## src/rtl/rnmi_trap_pkg.sv

```systemverilog
package rnmi_trap_pkg;
   localparam int CAUSE_W = 6;

   typedef enum logic [1:0] {
      PRIV_U = 2'd0,
      PRIV_S = 2'd1,
      PRIV_M = 2'd3
   } priv_e;

   typedef enum logic [1:0] {
      TK_NONE = 2'd0,
      TK_EXC  = 2'd1,
      TK_RNMI = 2'd2,
      TK_IRQ  = 2'd3
   } take_e;
endpackage

```

## src/rtl/rnmi_pend.sv

```systemverilog
module rnmi_pend #(
   parameter int NLINES = 8,
   parameter int IW     = 3
) (
   input  logic              clk,
   input  logic              rst_n,
   input  logic [NLINES-1:0] req,
   output logic [NLINES-1:0] pend,
   output logic              any,
   output logic [IW-1:0]     idx
);
   always_ff @(posedge clk or negedge rst_n) begin
      if (!rst_n) pend <= '0;
      else        pend <= req;
   end

   assign any = |pend;

   // lowest-numbered set bit wins: scan downward so the last hit is lowest
   always_comb begin
      idx = '0;
      for (int i = NLINES - 1; i >= 0; i--) begin
         if (pend[i]) idx = IW'(i);
      end
   end


   pend_follow_chk: assert property (@(posedge clk) disable iff (!rst_n)
      $past(rst_n) |-> pend == $past(req));
endmodule

```

## src/rtl/trap_arbiter.sv

```systemverilog
module trap_arbiter
   import rnmi_trap_pkg::*;
#(
   parameter bit RNMI_ON = 1'b1
) (
   input  logic  exc_valid,
   input  logic  irq_valid,
   input  logic  rnmi_any,
   input  logic  nmie,
   output take_e kind
);
   logic int_gate;
   logic rnmi_hit;

   generate
      if (RNMI_ON) begin : g_gated
         assign int_gate = nmie;
         assign rnmi_hit = rnmi_any;
      end else begin : g_plain
         assign int_gate = 1'b1;
         assign rnmi_hit = 1'b0;
      end
   endgenerate

   always_comb begin
      if (exc_valid)                  kind = TK_EXC;
      else if (int_gate && rnmi_hit)  kind = TK_RNMI;
      else if (int_gate && irq_valid) kind = TK_IRQ;
      else                            kind = TK_NONE;
   end


   exc_first_chk: assert final (!exc_valid || kind == TK_EXC);
endmodule

```

## src/rtl/trap_target.sv

```systemverilog
module trap_target
   import rnmi_trap_pkg::*;
#(
   parameter int XLEN    = 32,
   parameter bit RNMI_ON = 1'b1
) (
   input  take_e              kind,
   input  logic [CAUSE_W-1:0] cause,
   input  logic [1:0]         cur_priv,
   input  logic               cur_virt,
   input  logic               deleg_s,
   input  logic               nmie,
   input  logic [XLEN-1:0]    mtvec,
   input  logic [XLEN-1:0]    stvec,
   input  logic [XLEN-1:0]    nmi_vec,
   input  logic [XLEN-1:0]    nmi_exc_vec,
   output logic [XLEN-1:0]    next_pc,
   output logic [1:0]         next_priv,
   output logic               next_virt,
   output logic               to_s,
   output logic               to_m
);
   localparam int PAD_W = XLEN - CAUSE_W - 2;

   logic            async_t;
   logic            ordinary;
   logic            nmi_exc;
   logic [XLEN-1:0] vec_off;

   assign async_t  = (kind == TK_IRQ);
   assign ordinary = (kind == TK_EXC) || (kind == TK_IRQ);
   assign to_s     = ordinary && (cur_priv != PRIV_M) && deleg_s;
   assign to_m     = ordinary && !to_s;
   assign vec_off  = {{PAD_W{1'b0}}, cause, 2'b00};

   generate
      if (RNMI_ON) begin : g_nmi_exc
         assign nmi_exc = (kind == TK_EXC) && !to_s && !nmie;
      end else begin : g_no_nmi_exc
         assign nmi_exc = 1'b0;
      end
   endgenerate

   always_comb begin
      next_pc   = '0;
      next_priv = PRIV_M;
      next_virt = 1'b0;
      if (kind == TK_RNMI) begin
         next_pc = nmi_vec;
      end else if (to_s) begin
         next_pc   = {stvec[XLEN-1:2], 2'b00} +
                     ((async_t && stvec[1:0] == 2'd1) ? vec_off : '0);
         next_priv = PRIV_S;
         next_virt = cur_virt;
      end else if (nmi_exc) begin
         next_pc = nmi_exc_vec;
      end else if (to_m) begin
         next_pc = {mtvec[XLEN-1:2], 2'b00} +
                   ((async_t && mtvec[1:0] == 2'd1) ? vec_off : '0);
      end
   end


   nmi_exc_vec_chk: assert final (!(RNMI_ON && kind == TK_EXC && to_m && !nmie) ||
                                  next_pc == nmi_exc_vec);
endmodule

```

## src/rtl/rnmi_trap_ctrl.sv

```systemverilog
module rnmi_trap_ctrl
   import rnmi_trap_pkg::*;
#(
   parameter int XLEN    = 32,
   parameter int NLINES  = 8,
   parameter bit RNMI_ON = 1'b1
) (
   input  logic               clk,
   input  logic               rst_n,
   input  logic [NLINES-1:0]  rnmi_req,
   input  logic               irq_valid,
   input  logic [5:0]         irq_cause,
   input  logic               exc_valid,
   input  logic [5:0]         exc_cause,
   input  logic [XLEN-1:0]    exc_tval,
   input  logic               deleg_s,
   input  logic [XLEN-1:0]    cur_pc,
   input  logic [1:0]         cur_priv,
   input  logic               cur_virt,
   input  logic [XLEN-1:0]    mtvec,
   input  logic [XLEN-1:0]    stvec,
   input  logic [XLEN-1:0]    nmi_vec,
   input  logic [XLEN-1:0]    nmi_exc_vec,
   input  logic               nmie_set,
   input  logic               mie_set,
   output logic               take,
   output logic [XLEN-1:0]    next_pc,
   output logic [1:0]         next_priv,
   output logic               next_virt,
   output logic [NLINES-1:0]  rnmi_pend,
   output logic               nmie,
   output logic [1:0]         mnpp,
   output logic               mnpv,
   output logic [XLEN-1:0]    mncause,
   output logic [XLEN-1:0]    mnepc,
   output logic [XLEN-1:0]    mcause,
   output logic [XLEN-1:0]    mepc,
   output logic [XLEN-1:0]    mtval,
   output logic [1:0]         mpp,
   output logic               mie
);
   localparam int IW    = (NLINES > 1) ? $clog2(NLINES) : 1;
   localparam int PAD_W = XLEN - 1 - CAUSE_W;

   generate
      if (!(XLEN == 32 || XLEN == 64)) begin : g_bad_xlen
         $error("rnmi_trap_ctrl: XLEN must be 32 or 64");
      end
      if (NLINES < 1 || NLINES > 32) begin : g_bad_nlines
         $error("rnmi_trap_ctrl: NLINES must be 1..32");
      end
   endgenerate

   logic               rnmi_any;
   logic [IW-1:0]      rnmi_idx;
   take_e              kind;
   logic [CAUSE_W-1:0] cause;
   logic               to_s;
   logic               to_m;

   rnmi_pend #(.NLINES(NLINES), .IW(IW)) u_pend (
      .clk  (clk),
      .rst_n(rst_n),
      .req  (rnmi_req),
      .pend (rnmi_pend),
      .any  (rnmi_any),
      .idx  (rnmi_idx)
   );

   trap_arbiter #(.RNMI_ON(RNMI_ON)) u_arb (
      .exc_valid(exc_valid),
      .irq_valid(irq_valid),
      .rnmi_any (rnmi_any),
      .nmie     (nmie),
      .kind     (kind)
   );

   always_comb begin
      unique case (kind)
         TK_EXC:  cause = exc_cause;
         TK_IRQ:  cause = irq_cause;
         TK_RNMI: cause = CAUSE_W'(rnmi_idx);
         default: cause = '0;
      endcase
   end

   trap_target #(.XLEN(XLEN), .RNMI_ON(RNMI_ON)) u_tgt (
      .kind       (kind),
      .cause      (cause),
      .cur_priv   (cur_priv),
      .cur_virt   (cur_virt),
      .deleg_s    (deleg_s),
      .nmie       (nmie),
      .mtvec      (mtvec),
      .stvec      (stvec),
      .nmi_vec    (nmi_vec),
      .nmi_exc_vec(nmi_exc_vec),
      .next_pc    (next_pc),
      .next_priv  (next_priv),
      .next_virt  (next_virt),
      .to_s       (to_s),
      .to_m       (to_m)
   );

   assign take = (kind != TK_NONE);

   // NMI register set
   always_ff @(posedge clk or negedge rst_n) begin
      if (!rst_n) begin
         nmie    <= 1'b0;
         mnpp    <= 2'd0;
         mnpv    <= 1'b0;
         mncause <= '0;
         mnepc   <= '0;
      end else if (kind == TK_RNMI) begin
         nmie    <= 1'b0;
         mnpp    <= cur_priv;
         mnpv    <= cur_virt;
         mncause <= {1'b1, {PAD_W{1'b0}}, cause};
         mnepc   <= cur_pc;
      end else if (nmie_set) begin
         nmie    <= 1'b1;
      end
   end

   // machine trap register set
   always_ff @(posedge clk or negedge rst_n) begin
      if (!rst_n) begin
         mcause <= '0;
         mepc   <= '0;
         mtval  <= '0;
         mpp    <= 2'd0;
         mie    <= 1'b0;
      end else if (to_m) begin
         mcause <= {kind == TK_IRQ, {PAD_W{1'b0}}, cause};
         mepc   <= cur_pc;
         mtval  <= (kind == TK_EXC) ? exc_tval : '0;
         mpp    <= cur_priv;
         mie    <= 1'b0;
      end else if (mie_set) begin
         mie    <= 1'b1;
      end
   end


   nmie_gate_chk: assert property (@(posedge clk) disable iff (!rst_n)
      (RNMI_ON && !nmie && take) |-> exc_valid);


   rnmi_entry_chk: assert property (@(posedge clk) disable iff (!rst_n)
      (take && !exc_valid && rnmi_any && nmie) |=>
         (!nmie && mncause[XLEN-1] && mnepc == $past(cur_pc)));


   rnmi_keeps_m_chk: assert property (@(posedge clk) disable iff (!rst_n)
      (kind == TK_RNMI) |=> ($stable(mcause) && $stable(mepc) && $stable(mtval)));


   deleg_keeps_m_chk: assert property (@(posedge clk) disable iff (!rst_n)
      to_s |=> ($stable(mepc) && $stable(mnepc)));
endmodule

```

## config.mk

```make
export PLATFORM = sky130hd
export DESIGN_NAME = rnmi_trap_ctrl
export DESIGN_NICKNAME = d
export VERILOG_FILES = /design/src/rtl/rnmi_trap_pkg.sv /design/src/rtl/rnmi_pend.sv /design/src/rtl/trap_arbiter.sv /design/src/rtl/trap_target.sv /design/src/rtl/rnmi_trap_ctrl.sv
export SDC_FILE = /design/constraint.sdc
export NUM_CORES = 1
export LEC_CHECK = 0
export CELL_PAD_IN_SITES_DETAIL_PLACEMENT = 1
export CELL_PAD_IN_SITES_GLOBAL_PLACEMENT = 2
export CORE_AREA = 2 2 170 172
export DETAILED_ROUTE_END_ITERATION = 12
export DIE_AREA = 0 0 172 174
export DONT_BUFFER_PORTS = 1
export PLACE_DENSITY_LB_ADDON = 0.25
export SLEW_MARGIN = 20
export SYNTH_ARGS = -nofsm -noshare
export SYNTH_HDL_FRONTEND = slang
export SYNTH_HIERARCHICAL = 1
export SYNTH_SLANG_ARGS = --single-unit
```

## constraint.sdc

```tcl
create_clock -name clk -period 7.4 [get_ports clk]
set_clock_uncertainty 0.15 [all_clocks]
set_input_delay 1.48 -clock clk [delete_from_list [all_inputs] [get_ports clk]]
set_output_delay 1.48 -clock clk [all_outputs]
set_load 0.02 [all_outputs]
```

==> qor.txt <==
Run status: completed
Placement-stage cell area: 7988 sq um
Syn. warnings: 6
Max_slew headroom: 36.46%
WHS Path Cells: 2
Cell Pwr Density: 252.0 nW/um^2
Worst-path cell chain: nand2_1 > o21bai_2 > nand2_1 > nor3b_1 > and2_1 > ha_1 > inv_1 > fa_1 > nor2b_1 > o211ai_1 > a2111oi_0 > xor2_1 > a221oi_1 > a31oi_1 > buf_4
CP dominant cell by count: nand2_1
Fin. Hold Viols: 0
CP max stage cell: a2111oi_0
#FFs+latches synth: 125
Nets: 968
Total Power: 2.171 mW
Util after Layout: 30.52%
Worst Path Buf+Inv: 2
Die Y: 174 um
Via count: 5,801
Total CTS buffers: 17
Least-Margin Pin Slew: 0.9472 ns
Routability congestion estimate: 0.8775
CTS sink cnt: 125
# rows: 62
WL final: 28,730 um
Most frequent cells in the layout: dfrtp_1, conb_1, mux2_2, nor2_1, buf_4
Die extent in x: 172 um
CP Launch Type: primary input
CTS root buf: clkbuf_16
Vias in the first global route: 6,284
Met1 usage: 19.01%
Number of flops mapped to enable cells by yosys: 0
Area of the core: 28,240 sq um
Met3 global-route usage: 7.946%
CTS tree: done
Worst path top cell family by delay: compound AO/OA/AOI/OAI gates
Most common cell after layout, fill and taps aside: dfrtp_1
GR peak layer: met2
Crit path max fanout: 7
Reg clk slew, reported paths: 0.07 ns
First-pass iteration count of the detailed router: 5
Layout cells sized above 1: 22.01%
Post-synthesis sequential area ratio: 40.94%
Critical path arrival: 5.27 ns
GR Overflow Total: 0
Yosys cell types: 67
Number of DRC markers in iteration 0: 263
Area of the multi-input gates: 4036 sq um
Fin crit period: 6.901 ns
Max H-tree Level: 4
Clk_lat worst skew: 0.41 ns
# setup viols final: 0
FILL cells: 3,220
First-pass GRT wire length: 41,070 um
Avg Inst Size Synth: 10.75 sq um
Mapped cell area: 7640 sq um
Hold WC Path Type: register to register
Post-CTS Hold Buffers: 0
Residual DRC: 0
Type of destination of the critical path: output port
VDD IR max: 0.0001867 V
Full die area: 29,930 sq um
Routing usage on met2: 33.43%
RSZ-0062 raised after global routing: no
Top_reg_cell synth: dfrtp_1
Required @ worst endpoint: 5.77 ns
Max Freq: 144.9 MHz
Slowest stage delay, CP: 0.62 ns
Final Instance Area: 8618 sq um
Kind of critical path: primary input to output port
Finished Layout Cells: 1,131
Final period util: 93.25%
Leakage: 3.687 nW
Max Cap Violations: 0
Antenna Violating Nets Remaining: 0
I/O pin cnt: 433
CP Depth: 15
FF/Latch Area: 3128 sq um
Share of flip-flops with an asynchronous set or reset: 100.0%
Largest net degree at the start of global routing: 126
Port Buf Inserts: 0
Max Buffers Root-to-Sink: 2
Setup TNS: 0 ns
Initial Util: 27.06%
Total Routing Usage GR: 18.43%
Antenna violations before repair: 4
Cells on worst reg2reg path: 10
Post-DP HPWL: 22,930 um
Gate Count Post-Synth: 711
Max-slew violations: 0
DR WL/cell: 25.40 um
P&R area growth vs syn: 12.81%
Via density: 5.129
Placed Instances: 1,094
==> sequential cells by signal, summed over array words and instances (netlist names) <==
signal / flops
mtval: 32
mepc: 32
mncause: 7
mie: 1
mpp: 2
mnpp: 2
mnepc: 32
mnpv: 1
u_pend/pend: 8
nmie: 1
mcause: 7
==> worst register-to-register path, cell delays in order (launching register included) <==
cell	delay, ns
dfrtp_1	0.51
nor4_2	0.36
nand3_1	0.19
o21bai_2	0.46
buf_4	0.20
buf_4	0.22
nand2b_1	0.26
inv_2	0.12
buf_4	0.49
clkinv_1	1.01
a22o_1	0.48
==> final cells by class <==
type / count / area share, %
diodes: 2 / 0.05807
clock buffers: 17 / 4.936
clock inverters: 15 / 1.989
inverters: 19 / 0.8275
multi-input cells: 529 / 46.84
flip-flops and latches: 125 / 36.29
well taps: 384 / 5.575
repair buffers: 40 / 3.484
==> through the flow <==
step / hold slack, ns / worst slack [ns]
floorplan: 0.4315 / 0.7554
global placement: 0.4799 / 0.3612
detailed placement: 0.4781 / 0.2549
CTS: 0.5021 / 0.2376
global route: 0.5026 / 0.002758
finish: 0.4963 / 0.4993
==> synth_stat cells, types with 7 or more instances <==
cell	instances	area, sq um
dfrtp_1	125	3128
buf_4	52	390.4
mux2_2	42	473.0
nor2_1	41	153.9
a22o_1	37	324.1
mux2_4	32	480.5
nand2_1	28	105.1
a21oi_1	24	120.1
xnor2_1	23	201.4
o21ai_0	22	110.1
xor2_1	20	175.2
clkbuf_1	19	71.32
and2_1	18	112.6
inv_1	18	67.56
nand4_1	16	100.1
ha_1	12	150.1
nand3_1	11	55.05
buf_2	9	45.04
mux2i_1	9	90.09
o211ai_1	9	67.56
o221ai_1	8	70.07
a221oi_1	7	61.31
a22oi_1	7	52.55
a31oi_1	7	43.79
==> power breakdown <==
group / leakage [nW] / total [mW] / internal, mW / switching [mW]
Combinational: 1.87 / 0.346 / 0.166 / 0.180
Sequential: 1.53 / 0.991 / 0.779 / 0.212
Clock: 0.285 / 0.835 / 0.455 / 0.380
==> metal layers <==
layer	share of wire, %	vias up	wire [um]
met5	0.045	-	13
met4	2.3	2	650
met3	12	34	3437
met2	52	339	14820
met1	34	2857	9803
li1	-	2569	-
==> what timing repair did <==
item / in CTS / in global routing
resized for setup: 0 / 0
endpoints found under the setup margin: 0 / 8
buffers inserted: 0 / 3
==> cells by family (layout without fill, tap and decap cells) <==
family          after synthesis  count (layout)  share of synthesized area (%)
compound gates              174             174                          17.16
buf+inv                     106              91                          8.942
flops                       125             125                          40.94
mux                          83              83                          13.66
simple gates                164             164                          11.78
other cells                   2              53                        0.09830
xor+xnor                     43              43                          4.930
fa+ha+maj                    14              14                          2.489
==> worst paths after layout <==
check / from / to / slack (ns)
hold / removal: mie / mie / 0.50
min in group asynchronous: rst_n / mncause[4] / 0.61
max in group asynchronous: rst_n / mtval[23] / 6.27
hold reg to reg: mie / mie / 0.50
setup / recovery: irq_valid / next_pc[28] / 0.50
setup reg to reg: u_pend/pend[7] / mtval[23] / 2.83
(Power assumes the default switching activity.)
